===== src/rtl/scrub_pkg.sv =====
package scrub_pkg;
  typedef enum logic [1:0] {
    ACT_NONE    = 2'd0,
    ACT_REFRESH = 2'd1,
    ACT_MOVE    = 2'd2,
    ACT_RETIRE  = 2'd3
  } act_e;

  typedef struct packed {
    logic startPass;
    logic issue;
    logic take;
    logic advance;
    logic endPass;
  } strobe_t;
endpackage


===== src/rtl/scrub_ctrl.sv =====
module scrub_ctrl
  import scrub_pkg::*;
(
  input  logic    clk,
  input  logic    rst,
  input  logic    idle,
  input  logic    rspValid,
  input  logic    timerDone,
  input  logic    curEligible,
  input  logic    lastBlk,
  output strobe_t stb
);
  typedef enum logic [1:0] {S_REST, S_SCAN, S_WAIT} state_e;
  state_e state, nxt;

  always_comb begin
    stb = '0;
    nxt = state;
    unique case (state)
      S_REST: begin
        if (timerDone && idle) begin
          stb.startPass = 1'b1;
          nxt = S_SCAN;
        end
      end
      S_SCAN: begin
        if (!curEligible) begin
          if (lastBlk) begin
            stb.endPass = 1'b1;
            nxt = S_REST;
          end else begin
            stb.advance = 1'b1;
          end
        end else if (idle) begin
          stb.issue = 1'b1;
          nxt = S_WAIT;
        end
      end
      S_WAIT: begin
        if (rspValid) begin
          stb.take = 1'b1;
          if (lastBlk) begin
            stb.endPass = 1'b1;
            nxt = S_REST;
          end else begin
            stb.advance = 1'b1;
            nxt = S_SCAN;
          end
        end
      end
      default: nxt = S_REST;
    endcase
  end

  always_ff @(posedge clk) begin
    if (rst) state <= S_REST;
    else     state <= nxt;
  end
endmodule


===== src/rtl/scrub_datapath.sv =====
module scrub_datapath
  import scrub_pkg::*;
#(
  parameter int NBLK = 8,
  parameter int NUSE = 5,
  parameter int ERRW = 6,
  parameter int BITW = 4,
  parameter int TW   = 16,
  localparam int IW  = (NBLK > 1) ? $clog2(NBLK) : 1,
  localparam int CW  = $clog2(NBLK + 1)
) (
  input  logic            clk,
  input  logic            rst,
  input  strobe_t         stb,
  input  logic [TW-1:0]   interval,
  input  logic [NBLK-1:0] factoryBad,
  input  logic [ERRW-1:0] elevThr,
  input  logic [ERRW-1:0] retireThr,
  input  logic [1:0]      rspStatus,
  input  logic [BITW-1:0] rspBits,
  output logic            timerDone,
  output logic            curEligible,
  output logic            lastBlk,
  output logic            reqValid,
  output logic [IW-1:0]   reqBlock,
  output logic            actValid,
  output act_e            actKind,
  output logic [IW-1:0]   actSrc,
  output logic [IW-1:0]   actDst,
  output logic [CW-1:0]   spareLeft,
  output logic            sparesEmpty,
  output logic            uncorrFlag,
  output logic [IW-1:0]   uncorrBlock
);
  logic [NBLK-1:0] inUse, bad, freeMask;
  logic [ERRW-1:0] errAcc [NBLK];
  logic [IW-1:0]   ptr;
  logic [TW-1:0]   timer;

  logic            freeFound;
  logic [IW-1:0]   freeIdx;
  logic [ERRW:0]   sum;
  logic [ERRW-1:0] newAcc;
  logic            isFixed, isFatal, wantRetire, wantMove;
  act_e            kindNow;

  assign timerDone   = (timer >= interval);
  assign curEligible = inUse[ptr] & ~bad[ptr];
  assign lastBlk     = (32'(ptr) == NBLK - 1);
  assign freeMask    = ~inUse & ~bad;

  // lowest-index free, unmarked block
  always_comb begin
    freeFound = 1'b0;
    freeIdx   = '0;
    for (int i = NBLK - 1; i >= 0; i--) begin
      if (freeMask[i]) begin
        freeFound = 1'b1;
        freeIdx   = IW'(i);
      end
    end
  end

  always_comb begin
    spareLeft = '0;
    for (int i = 0; i < NBLK; i++) spareLeft = spareLeft + CW'(freeMask[i]);
  end
  assign sparesEmpty = ~freeFound;

  // verdict evaluation for the block under the pointer
  assign isFixed = (rspStatus == 2'b01);
  assign isFatal = rspStatus[1];
  assign sum     = {1'b0, errAcc[ptr]} + (ERRW+1)'(rspBits);
  assign newAcc  = sum[ERRW] ? {ERRW{1'b1}} : sum[ERRW-1:0];

  always_comb begin
    wantRetire = isFatal | (isFixed & (newAcc > retireThr));
    wantMove   = isFixed & (newAcc > elevThr) & ~wantRetire;
    if (wantRetire && freeFound)    kindNow = ACT_RETIRE;
    else if (wantMove && freeFound) kindNow = ACT_MOVE;
    else if (isFixed)               kindNow = ACT_REFRESH;
    else                            kindNow = ACT_NONE;
  end

  always_ff @(posedge clk) begin
    if (rst) begin
      bad         <= factoryBad;
      for (int i = 0; i < NBLK; i++) begin
        inUse[i]  <= (i < NUSE) && !factoryBad[i];
        errAcc[i] <= '0;
      end
      ptr         <= '0;
      timer       <= '0;
      reqValid    <= 1'b0;
      reqBlock    <= '0;
      actValid    <= 1'b0;
      actKind     <= ACT_NONE;
      actSrc      <= '0;
      actDst      <= '0;
      uncorrFlag  <= 1'b0;
      uncorrBlock <= '0;
    end else begin
      reqValid <= stb.issue;
      if (stb.issue) reqBlock <= ptr;

      if (stb.endPass)     timer <= '0;
      else if (!timerDone) timer <= timer + 1'b1;

      if (stb.startPass)    ptr <= '0;
      else if (stb.advance) ptr <= ptr + 1'b1;

      actValid <= 1'b0;
      if (stb.take) begin
        actValid <= (kindNow != ACT_NONE);
        actKind  <= kindNow;
        actSrc   <= ptr;
        actDst   <= (kindNow == ACT_MOVE || kindNow == ACT_RETIRE) ? freeIdx : ptr;
        if (isFixed) errAcc[ptr] <= newAcc;
        if (kindNow == ACT_RETIRE) begin
          bad[ptr]       <= 1'b1;
          inUse[ptr]     <= 1'b0;
          inUse[freeIdx] <= 1'b1;
        end else if (kindNow == ACT_MOVE) begin
          inUse[ptr]     <= 1'b0;
          inUse[freeIdx] <= 1'b1;
        end
        if (isFatal && !uncorrFlag) begin
          uncorrFlag  <= 1'b1;
          uncorrBlock <= ptr;
        end
      end
    end
  end
endmodule


===== src/rtl/blk_scrubber.sv =====
module blk_scrubber
  import scrub_pkg::*;
#(
  parameter int NBLK = 8,
  parameter int NUSE = 5,
  parameter int ERRW = 6,
  parameter int BITW = 4,
  parameter int TW   = 16,
  localparam int IW  = (NBLK > 1) ? $clog2(NBLK) : 1,
  localparam int CW  = $clog2(NBLK + 1)
) (
  input  logic            clk,
  input  logic            rst,
  input  logic            idle,
  input  logic [TW-1:0]   interval,
  input  logic [NBLK-1:0] factoryBad,
  input  logic [ERRW-1:0] elevThr,
  input  logic [ERRW-1:0] retireThr,
  output logic            reqValid,
  output logic [IW-1:0]   reqBlock,
  input  logic            rspValid,
  input  logic [1:0]      rspStatus,
  input  logic [BITW-1:0] rspBits,
  output logic            actValid,
  output logic [1:0]      actKind,
  output logic [IW-1:0]   actSrc,
  output logic [IW-1:0]   actDst,
  output logic [CW-1:0]   spareLeft,
  output logic            sparesEmpty,
  output logic            uncorrFlag,
  output logic [IW-1:0]   uncorrBlock
);
  strobe_t stb;
  logic    timerDone, curEligible, lastBlk;
  act_e    kindQ;

  scrub_ctrl ctrl_i (
    .clk(clk), .rst(rst), .idle(idle), .rspValid(rspValid),
    .timerDone(timerDone), .curEligible(curEligible), .lastBlk(lastBlk),
    .stb(stb)
  );

  scrub_datapath #(
    .NBLK(NBLK), .NUSE(NUSE), .ERRW(ERRW), .BITW(BITW), .TW(TW)
  ) dp_i (
    .clk(clk), .rst(rst), .stb(stb), .interval(interval),
    .factoryBad(factoryBad), .elevThr(elevThr), .retireThr(retireThr),
    .rspStatus(rspStatus), .rspBits(rspBits),
    .timerDone(timerDone), .curEligible(curEligible), .lastBlk(lastBlk),
    .reqValid(reqValid), .reqBlock(reqBlock),
    .actValid(actValid), .actKind(kindQ), .actSrc(actSrc), .actDst(actDst),
    .spareLeft(spareLeft), .sparesEmpty(sparesEmpty),
    .uncorrFlag(uncorrFlag), .uncorrBlock(uncorrBlock)
  );

  assign actKind = kindQ;
endmodule


===== config.mk =====
export PLATFORM = sky130hd
export DESIGN_NAME = blk_scrubber
export DESIGN_NICKNAME = d
export VERILOG_FILES = /design/src/rtl/scrub_pkg.sv /design/src/rtl/scrub_ctrl.sv /design/src/rtl/scrub_datapath.sv /design/src/rtl/blk_scrubber.sv
export SDC_FILE = /design/constraint.sdc
export NUM_CORES = 1
export LEC_CHECK = 0
export ABC_AREA = 1
export BUFFER_PORTS_ARGS = -buffer_cell sky130_fd_sc_hd__buf_2
export CORE_ASPECT_RATIO = 0.75
export CORE_MARGIN = 2
export CORE_UTILIZATION = 50
export CTS_CLUSTER_DIAMETER = 120
export DETAILED_ROUTE_END_ITERATION = 10
export GPL_ROUTABILITY_DRIVEN = 1
export HOLD_SLACK_MARGIN = 0.12
export PLACE_DENSITY = 0.7
export SETUP_SLACK_MARGIN = 0.1
export SYNTH_ARGS = -nofsm -noshare
export SYNTH_HDL_FRONTEND = slang
export SYNTH_SLANG_ARGS = --single-unit

===== constraint.sdc =====
create_clock -name clk -period 5.9 [get_ports clk]
set_clock_uncertainty 0.05 [all_clocks]
set_input_delay 0.295 -clock clk [delete_from_list [all_inputs] [get_ports clk]]
set_output_delay 0.295 -clock clk [all_outputs]
set_load 0.02 [all_outputs]

======== Word-level counts from Yosys, hierarchy flattened ========
Memories as Yosys holds them, arrays and structs flattened. A register that Yosys moved wholly into a read port is not among the register bits.
Index checks and enable logic that the tools add are counted.
word-level totals
  memories kept ........................... 1
  input port bits ......................... 46
  RAM bits ................................ 48
  logic and storage cells ................. 151
  register bits after elaboration ......... 54
memories
  memory       words  bits a word  rd ports  clocked after Yosys merged registers in  wr ports  line                  source
  dp_i.errAcc  8      6            1         1                                        8         scrub_datapath.sv:36  logic [ERRW-1:0] errAcc [NBLK];
operators by class
  reduce and logical (&&, ||, !) cells .... 28
  mux-type cells .......................... 65
  equality and inequality tests ........... 10
  bitwise operators ....................... 16
  magnitude comparators ................... 7
  $add $sub $neg .......................... 10
operator list
  cell                   number
  $mux 8                 5
  $mux 3                 13
  $mux 1                 29
  $add 4x1->4            6
  $not 8->8              3
  $add 16x1->16 const B  1
  $and 8x8->8            2
  $ge 16x16->1           1
  $mux 2                 8
  $or 8x8->8             2
  $gt 6x6->1             2
  $mux 6                 2
  $mux 5                 2
  $lt 3x4->1 const B     2
  $reduce_and 2->1       4
  $reduce_bool 2->1      4
  $add 6x4->7            1
  $bmux 1 s3             2
  $demux 1 s3            2
  $eq 2x2->1 const B     3
  $ge 3x1->1 const B     2
  $logic_and 1x1->1      6
  $logic_not 1->1        6
  $pmux 2 s3             1
  18 further kinds       27

======== Depth between registers and ports, before layout ========
Gate-level depths: netlist (run 1).
  depth in word-level cells ............... 19
  depth in mapped cells ................... 28
  mapped depth without buffers ............ 27

======== By module ========
From an unflattened synthesis (run 1), not the netlist that was laid out.
second synthesis, totals
  cell total of the unflattened synthesis .. 828
  area, all modules ....................... 6485.0 um2
by module, submodules not included
  module          times used  seq. area each (um2)  cells an instance  area an instance (um2)
  scrub_datapath  1           2672.6                785                6232.2
  scrub_ctrl      1           40.0                  43                 252.7

======== Worst setup path after synthesis (run 1) ========
No wires, ideal clock.
  kind .................................... register to register
  start point ............................. reg with a tool-made name
  end point ............................... reg dp_i.bad[0] (enable)
  library setup time ...................... 0.384 ns
  slack ................................... 1.730 ns
  arrival ................................. 3.736 ns
  required time ........................... 5.466 ns
  cell stages (with the launch flop) ...... 24
  path through ............................ dfxtp_1 inv_2 buf_4 clkbuf_1 o21ai_0 a31oi_1 ha_1 fa_1 nand3_1 and2_1 inv_1 nand2_1 nor2_4 nor2_4 inv_1 ha_1 inv_1 o21bai_1 nand2_1 nand3_1 nand2_1 nand2_1 nand2_1 o21ai_0
RTL lines
  what                    line                  source
  end signal: assignment  scrub_datapath.sv:87  bad <= factoryBad;
  end: declaration        scrub_datapath.sv:35  logic [NBLK-1:0] inUse, bad, freeMask;

==> impl_metrics.toml, run 1 <==
[run_status]
outcome = "complete, no violations"

[routing]
wl_mm = 15.0
wl_per_cell_um = 14.2
vias = 5444
drt_iter0_markers = 412
first_pass_iters = 5
antenna_left = 0
viasPerCell = 5.16
drc = 0

[synth]
yosysTopAreaCell = "edfxtp_1"
synth_edf_count = 61
async_flop_share = 0
synthCells = 820
synthesis.nets = 913
synth_area_sq_um = 6410
synth_top_area_share = 0.286
avgSynthCellArea_sq_um = 7.81
synth_common_cells = "nand2_1 (191), nor2_1 (136), inv_1 (98), edfxtp_1 (61), o21ai_0 (50)"
ys_seq_elements = 105
yosysMostFrequentCell = "nand2_1"
ys_seq_area_frac = 0.423
synth-main-ff-cell = "edfxtp_1"
yosysWarnings = 0
ys_types = 39
synthTopCellsByArea = "edfxtp_1 (29%), dfxtp_1 (14%), nand2_1 (11%)"

[layout]
syn_to_final_growth_pct = 12.0
layout.cells.non_filler = 1056
antenna_cells = 0
drive_above_1_share = 0.157
final_nets = 978
fin_area_sq_um = 7180
utilization = 0.579

[worst_setup_path]
r2r_cells = 24
rr_endpoint = "dp_i.bad[4]$_DFFE_PP_"
cp-start-kind = "register"
cp.arrival_ns = 4.94
critical_path.max_fanout = 25
critPathKind = "register to register"
rrSetupSlack_ns = 0.96
cp-end-kind = "register"
cp.required_ns = 5.91

[global_routing]
grt_max_degree = 34
grt_pass1_vias = 4975
grt_pass1_wl_mm = 24.6
grt-ovfl-total = 0
grt_usage = 0.228
antenna_found_initial = 1

[power]
p_leak_nw = 3.33
p_total_mw = 2.30
ir_drop_mv = 0.177
p_per_area_nw_per_um2 = 321

[floorplan]
die_width_um = 135
ios = 68
core_sq_um = 12400
die_h_um = 102
start_util = 0.517
num_rows = 35
dieArea_sq_um = 13700

[worst_hold_path]
hold_depth = 3
hold_class = "input port to register"
hold-path-endpoint = "dp_i.bad[0]$_DFFE_PP_"
hp-start = "factoryBad[0]"

[timing]
setup_viol = 0
tightestPinTransition_ns = 0.707
fin_crit_ns = 4.94
rsz0062_at_grt = "false"
min_period_over_period = 0.837
drv_slew = 0
slew_headroom = 0.528
clock.fmax_mhz = 203
setup_tns_ns = 0
hold_viol = 0

[place]
dp_hpwl_mm = 11.3
port_buffers = 67
place_inst = 1040
placed_cell_area_sq_um = 6880
routabilityCongestion = 0.917

[clocking]
cts_tree = "done"
cts_hold_buf = 0
htree_levels = 3
root_buffer = "clkbuf_16"
cts_resized = 0
cts_buffer_depth = 2
clk_pin_slew_worst_paths_ns = 0.07
insertion_delay_ns = 0.35
cts_setup_buffers = 0
cts.sinks = 105
cts_made_buffers = 9

[flow_run]
cap_violations = 0
## where the power goes
group | internal (mW) | switching (mW)
clock | 0.333 | 0.282
combinational | 0.269 | 0.549
sequential | 0.822 | 0.0464
total | 1.42 | 0.878
## area by class of cell
type	instances	area, sq um
multi-input combinational	584	3170
timing repair buffer	69	350
inverter	116	435
tap	166	208
sequential	105	2710
clock inverter	7	77.6
fill	1145	5210
clock buffer	9	225
## worst max-delay path: stages (launching register included)
cell,delay (ns)
dfxtp_1,0.78
inv_2,0.31
o21ai_0,0.23
o22ai_1,0.10
nor2_1,0.10
a31oi_1,0.05
ha_1,0.22
fa_1,0.41
nand3_1,0.10
and2_1,0.15
inv_1,0.06
nand2_1,0.16
nor2_4,0.08
nor2_4,0.22
inv_1,0.11
ha_1,0.31
inv_1,0.05
o21bai_1,0.11
nand2_1,0.06
nand3_1,0.08
nand2_1,0.05
nand2_1,0.07
nand2_1,0.09
o21ai_0,0.43
buf_4,0.26
## layer usage
| metal | track usage | wire [um] |
|---|---|---|
| met3 | 0.0441 | 1220 |
| met4 | 0.0615 | 219 |
| met1 | 0.348 | 7480 |
| met2 | 0.330 | 6080 |
| met5 | 0 | 7 |
## cells by family after synthesis
family | count (synthesis) | share of synthesized area
adder cells (fa/ha/maj) | 47 | 0.0976
XOR/XNOR | 14 | 0.0191
flip-flops | 105 | 0.423
buffers and inverters | 131 | 0.0818
AO/OA/AOI/OAI | 132 | 0.119
AND/OR/NAND/NOR | 391 | 0.259
## placed cells by master (no fill, tap or decap), types with 25 or more instances in the layout
master	Yosys	layout
nor2_1	136	136
nand3_1	25	25
edfxtp_1	61	61
o21ai_0	50	50
ha_1	42	42
a21oi_1	35	35
buf_2	2	67
nand2_1	191	191
dfxtp_1	44	44
inv_1	98	98
## how the worst max path moves through the flow
| stage | from | end | slack [ns] | depth (start not counted) |
|---|---|---|---|---|
| floorplan | register | dp_i.bad[0]$_DFFE_PP_ | 1.73 | 23 |
| global placement | register | dp_i.bad[5]$_DFFE_PP_ | 1.18 | 24 |
| detailed placement | register | dp_i.bad[5]$_DFFE_PP_ | 1.03 | 24 |
| CTS | register | dp_i.bad[3]$_DFFE_PP_ | 0.99 | 24 |
| global route | register | dp_i.bad[3]$_DFFE_PP_ | 0.40 | 23 |
| finish | register | dp_i.bad[4]$_DFFE_PP_ | 0.96 | 24 |
## sequential cells by signal, summed over array words and instances (netlist names), named ones only
| name | cells |
|---|---|
| ctrl_i.state | 2 |
| dp_i.actDst | 3 |
| dp_i.actKind | 2 |
| dp_i.actSrc | 3 |
| dp_i.actValid | 1 |
| dp_i.bad | 8 |
| dp_i.errAcc | 48 |
| dp_i.inUse | 8 |
| dp_i.ptr | 3 |
| dp_i.reqBlock | 3 |
| dp_i.reqValid | 1 |
| dp_i.timer | 16 |
| dp_i.uncorrBlock | 3 |
| dp_i.uncorrFlag | 1 |
## metrics by stage
step	hold slack, ns	worst slack [ns]
finish	0.201	0.965
global route	0.197	0.401
CTS	0.190	0.990
detailed placement	0.389	1.03
global placement	0.386	1.18
floorplan	0.407	1.73
(Power assumes the default switching activity.)
==> run 2, diff against run 1 <==
PLACE_DENSITY = 0.72   (was 0.7)
clock period = 4.45 ns   (was 5.9 ns; I/O delays follow)
==> impl_metrics.toml, run 2 (synthesis results as in run 1) <==
[routing]
wl_per_cell_um = 14.0
antenna_left = 0
drc = 0
vias = 5494
first_pass_iters = 6
viasPerCell = 5.15
wl_mm = 15.0
drt_iter0_markers = 416

[worst_setup_path]
cp-start-kind = "register"
cp_top_family = "simple AND/OR/NAND/NOR gates"
cp_common_cell = "nand2_1"
cp_slowest_cell = "fa_1"
cp.arrival_ns = 3.93
critical_path.max_fanout = 24
critPathBufInv = 4
critPathKind = "register to register"
rr_endpoint = "dp_i.inUse[1]$_DFFE_PP_"
path_depth = 25
rrSetupSlack_ns = 0.52
r2r_cells = 25
cp.required_ns = 4.45
cp-end-kind = "register"
slowest_delay_ns = 0.41

[layout]
final_nets = 989
drive_above_1_share = 0.165
largest_register_ff_count = 48
largest_registers = "dp_i.errAcc x48, dp_i.timer x16"
antenna_cells = 0
final_cell_mix = "nand2_1 (189), nor2_1 (136), inv_1 (98), buf_2 (67), edfxtp_1 (61)"
syn_to_final_growth_pct = 14.2
final_common_cell = "nand2_1"
regMostFlops = "dp_i.errAcc"

[timing]
setup_tns_ns = 0
fin_crit_ns = 3.93
holdWs_ns = 0.152
setup_viol = 0
hold_viol = 0
min_period_over_period = 0.882
rsz0062_at_grt = "false"
clock.fmax_mhz = 255
finalWorstSetupSlack_ns = 0.523
slew_headroom = 0.300
drv_slew = 0
tightestPinTransition_ns = 1.05

[run_status]
outcome = "complete, no violations"

[clocking]
htree_levels = 3
root_buffer = "clkbuf_16"
cts_buffer_depth = 2
insertion_delay_ns = 0.35
cts_made_buffers = 9
clk_pin_slew_worst_paths_ns = 0.08
cts.sinks = 105
cts_tree = "done"

[global_routing]
grt_max_degree = 36
antenna_found_initial = 0
grt_pass1_wl_mm = 24.4
grt-ovfl-total = 0
grt_usage = 0.226
grt_pass1_vias = 4928

[place]
dp_hpwl_mm = 11.5
routabilityCongestion = 0.897
place_ws_ns = 0.397
port_buffers = 67

[floorplan]
dieArea_sq_um = 13700
die_width_um = 135
core_sq_um = 12400
num_rows = 35
start_util = 0.517
ios = 68
die_h_um = 102

[power]
power.clock.fraction = 0.280
switching_share = 0.375
combPwrFrac = 0.360
ir_drop_mv = 0.286
p_leak_nw = 3.40
internal_power_mw = 1.98
p_switching_mw = 1.19
p_per_area_nw_per_um2 = 433
p_seq_frac = 0.359

[worst_hold_path]
hp-start = "factoryBad[1]"
hold_class = "input port to register"
hold_depth = 2
hold-path-endpoint = "dp_i.inUse[1]$_DFFE_PP_"

[flow_run]
cap_violations = 0
[run 2: repair_timing]
action | CTS | global route
buffers inserted | 0 | 0
setup endpoints to repair | 0 | 5
hold buffers | 5 | 0
resized for setup | 0 | 3
endpoints found under the hold margin | 5 | 0
[run 2: worst max-delay path by stage]
stage | slack, ns | to | startpoint
finish | 0.52 | dp_i.inUse[1]$_DFFE_PP_ | register
global route | 0.13 | dp_i.inUse[1]$_DFFE_PP_ | register
CTS | 0.38 | dp_i.inUse[1]$_DFFE_PP_ | register
detailed placement | 0.40 | dp_i.inUse[2]$_DFFE_PP_ | register
global placement | 0.47 | dp_i.inUse[2]$_DFFE_PP_ | register
floorplan | 0.28 | dp_i.bad[0]$_DFFE_PP_ | register
[run 2: power by group through the flow]
stage | registers, mW | logic [mW] | clock network (mW)
6_report | 1.14 | 1.14 | 0.888
5_1_grt | 1.14 | 1.29 | 0.939
4_1_cts | 1.14 | 1.14 | 0.896
3_5_place_dp | 1.16 | 1.13 | 0
3_3_place_gp | 1.16 | 1.11 | 0
2_1_floorplan | 1.15 | 0.819 | 0
[run 2: per-layer routing]
metal  share of wire  GRT usage  up-vias
met5               0          0        -
met4           0.014     0.0591        0
met3           0.086     0.0392       17
met2            0.41      0.335      204
met1            0.49      0.342     2457
li1                -          -     2816
[run 2: stage by stage]
step	instances	utilization	instance area, sq um	total power, mW
final	1067	0.590	7310	3.17
after global routing	1067	0.590	7310	3.37
after CTS	1067	0.590	7310	3.17
after detailed placement	1046	0.559	6920	2.28
after global placement	1046	0.559	6920	2.27
after floorplan	820	-	6410	1.97
[run 2: final cells by class]
class,instances,area (sq um)
repair buffers,80,449
inverters,116,435
clock buffers,9,225
fillers,1132,5080
clock inverters,7,109
well taps,166,208
flip-flops and latches,105,2710
multi-input cells,584,3180
==> run 3, diff against run 2 <==
CAP_MARGIN = 30   (was not set)
PLACE_DENSITY = 0.7   (was 0.72)
clock period = 3.8 ns   (was 4.45 ns; I/O delays follow)
==> impl_metrics.toml, run 3 (synthesis results as in run 1) <==
[layout]
antenna_cells = 0
regMostFlops = "dp_i.errAcc"
final_common_cell = "nand2_1"
final_nets = 1005
largest_register_ff_count = 48
syn_to_final_growth_pct = 19.7
drive_above_1_share = 0.224
num-fill-cells = 1101
fin_area_sq_um = 7670
largest_registers = "dp_i.errAcc x48, dp_i.timer x16"
final_cell_mix = "nand2_1 (182), nor2_1 (129), inv_1 (92), buf_2 (65), edfxtp_1 (61)"
layout.cells.non_filler = 1083

[timing]
clock.fmax_mhz = 273
setup_viol = 0
tightestPinTransition_ns = 1.04
drv_slew = 0
rsz0062_at_grt = "true"
setup_tns_ns = 0
hold_viol = 0
min_period_over_period = 0.966
fin_crit_ns = 3.67
slew_headroom = 0.304

[power]
p_per_area_nw_per_um2 = 506
p_total_mw = 3.88
p_switching_mw = 1.53
power.clock.fraction = 0.235
switching_share = 0.394
p_leak_nw = 3.50
internal_power_mw = 2.35
ir_drop_mv = 0.356
p_seq_frac = 0.346
combPwrFrac = 0.419

[worst_setup_path]
critical_path.max_fanout = 8
critPathKind = "register to register"
cp-start-kind = "register"
cp.arrival_ns = 3.68
cp-end-kind = "register"
cp.required_ns = 3.82

[place]
port_buffers = 67
place_inst = 1050
dp_hpwl_mm = 11.6
placed_cell_area_sq_um = 6990
routabilityCongestion = 0.880

[routing]
viasPerCell = 5.13
first_pass_iters = 5
antenna_left = 0
vias = 5556
wl_per_cell_um = 14.7
drt_iter0_markers = 559
wl_mm = 15.9
drc = 0

[global_routing]
grt-ovfl-total = 0
grt_most_used_layer = "met1"
grt_pass1_vias = 4903
use_met2 = 0.341
grt_usage = 0.231
grt_use_met1 = 0.355
antenna_found_initial = 0
grt_max_degree = 30
grt_pass1_wl_mm = 24.9
use_met3 = 0.0407

[floorplan]
start_util = 0.517
core_sq_um = 12400
ios = 68
num_rows = 35
die_width_um = 135
dieArea_sq_um = 13700
die_h_um = 102

[clocking]
cts.sinks = 105
insertion_delay_ns = 0.34
cts_tree = "done"
cts_made_buffers = 9
clk_pin_slew_worst_paths_ns = 0.07
root_buffer = "clkbuf_16"
htree_levels = 3
cts_buffer_depth = 2

[worst_hold_path]
hold_class = "input port to register"
hp-start = "rst"

[run_status]
outcome = "complete, no violations"

[flow_run]
cap_violations = 0
-- run 3: changes by cell type in the layout (fill, tap and decap cells not counted), moves of 5 or more --
cell | previous run | this run
nor2_2 | 5 | 10
nand2_1 | 189 | 182
inv_1 | 98 | 92
ha_1 | 42 | 36
buf_4 | 7 | 20
inv_2 | 16 | 21
o21ai_0 | 50 | 43
o21ai_1 | 10 | 15
nor2_1 | 136 | 129
ha_4 | 0 | 5
nand2_4 | 4 | 11
-- run 3: final timing paths --
kind	endpoint	slack (ns)	depth (start not counted)
worst min register to register	dp_i.actSrc[2]$_SDFFE_PP0P_	0.41	2
worst min-delay path	dp_i.reqValid$_SDFF_PP0_	0.14	2
worst max-delay path	dp_i.bad[1]$_DFFE_PP_	0.13	24
worst max register to register	dp_i.bad[1]$_DFFE_PP_	0.13	24
-- run 3: power by group through the flow --
| stage | clock network (mW) | logic (mW) | registers [mW] |
|---|---|---|---|
| 3_5_place_dp | 0 | 1.34 | 1.36 |
| 2_1_floorplan | 0 | 0.964 | 1.35 |
| 4_1_cts | 0.930 | 1.36 | 1.34 |
| 5_1_grt | 0.970 | 1.80 | 1.36 |
| 6_report | 0.913 | 1.63 | 1.35 |
| 3_3_place_gp | 0 | 1.34 | 1.36 |
-- run 3: critical path, stage by stage (launching register included) --
cell and delay (ns):
dfxtp_4 0.44, buf_12 0.14, buf_8 0.11, nor2_2 0.04, nor2_1 0.09, o21ai_1 0.08, a31oi_1 0.26, ha_1 0.32
a21oi_1 0.14, and2_4 0.16, inv_2 0.05, nand2_4 0.08, nor2_4 0.06, inv_2 0.11, nand2_4 0.07, ha_4 0.28
nand2_1 0.06, nor2_2 0.12, nand2_1 0.09, nand3_2 0.07, nand2_1 0.07, nand2_2 0.09, nand2_4 0.08, o21ai_4 0.19
buf_12 0.15
-- run 3: per-stage QoR --
| step | util | hold slack [ns] | worst slack (ns) |
|---|---|---|---|
| after floorplan | - | 0.302 | 0.103 |
| after global placement | 0.564 | 0.391 | 0.100 |
| after detailed placement | 0.564 | 0.394 | 0.00464 |
| after CTS | 0.594 | 0.127 | 0.101 |
| after global routing | 0.619 | 0.139 | -0.0415 |
| final | 0.619 | 0.136 | 0.131 |
-- run 3: repair_timing --
| action | 4_1_cts | 5_1_grt |
|---|---|---|
| hold buffers | 6 | 0 |
| setup endpoints to repair | 17 | 24 |
| resized for setup | 8 | 56 |
| endpoints found under the hold margin | 9 | 0 |
| gates cloned | 0 | 1 |
| buffers inserted | 0 | 10 |
| pin swaps | 1 | 31 |
-- run 3: metal layers --
layer | share of wire | wire length (um)
met3 | 0.062 | 994
met2 | 0.43 | 6860
met5 | 0 | 0
met4 | 0.0092 | 147
met1 | 0.50 | 7910
-- run 3: layout make-up --
cell class,instances,area [sq um],area share
Clock inverter,7,62.6,0.00816
Timing Repair Buffer,96,627,0.0817
Clock buffer,9,225,0.0294
Sequential cell,105,2720,0.355
Inverter,116,440,0.0574
Tap cell,166,208,0.0271
Multi-Input combinational cell,584,3390,0.442
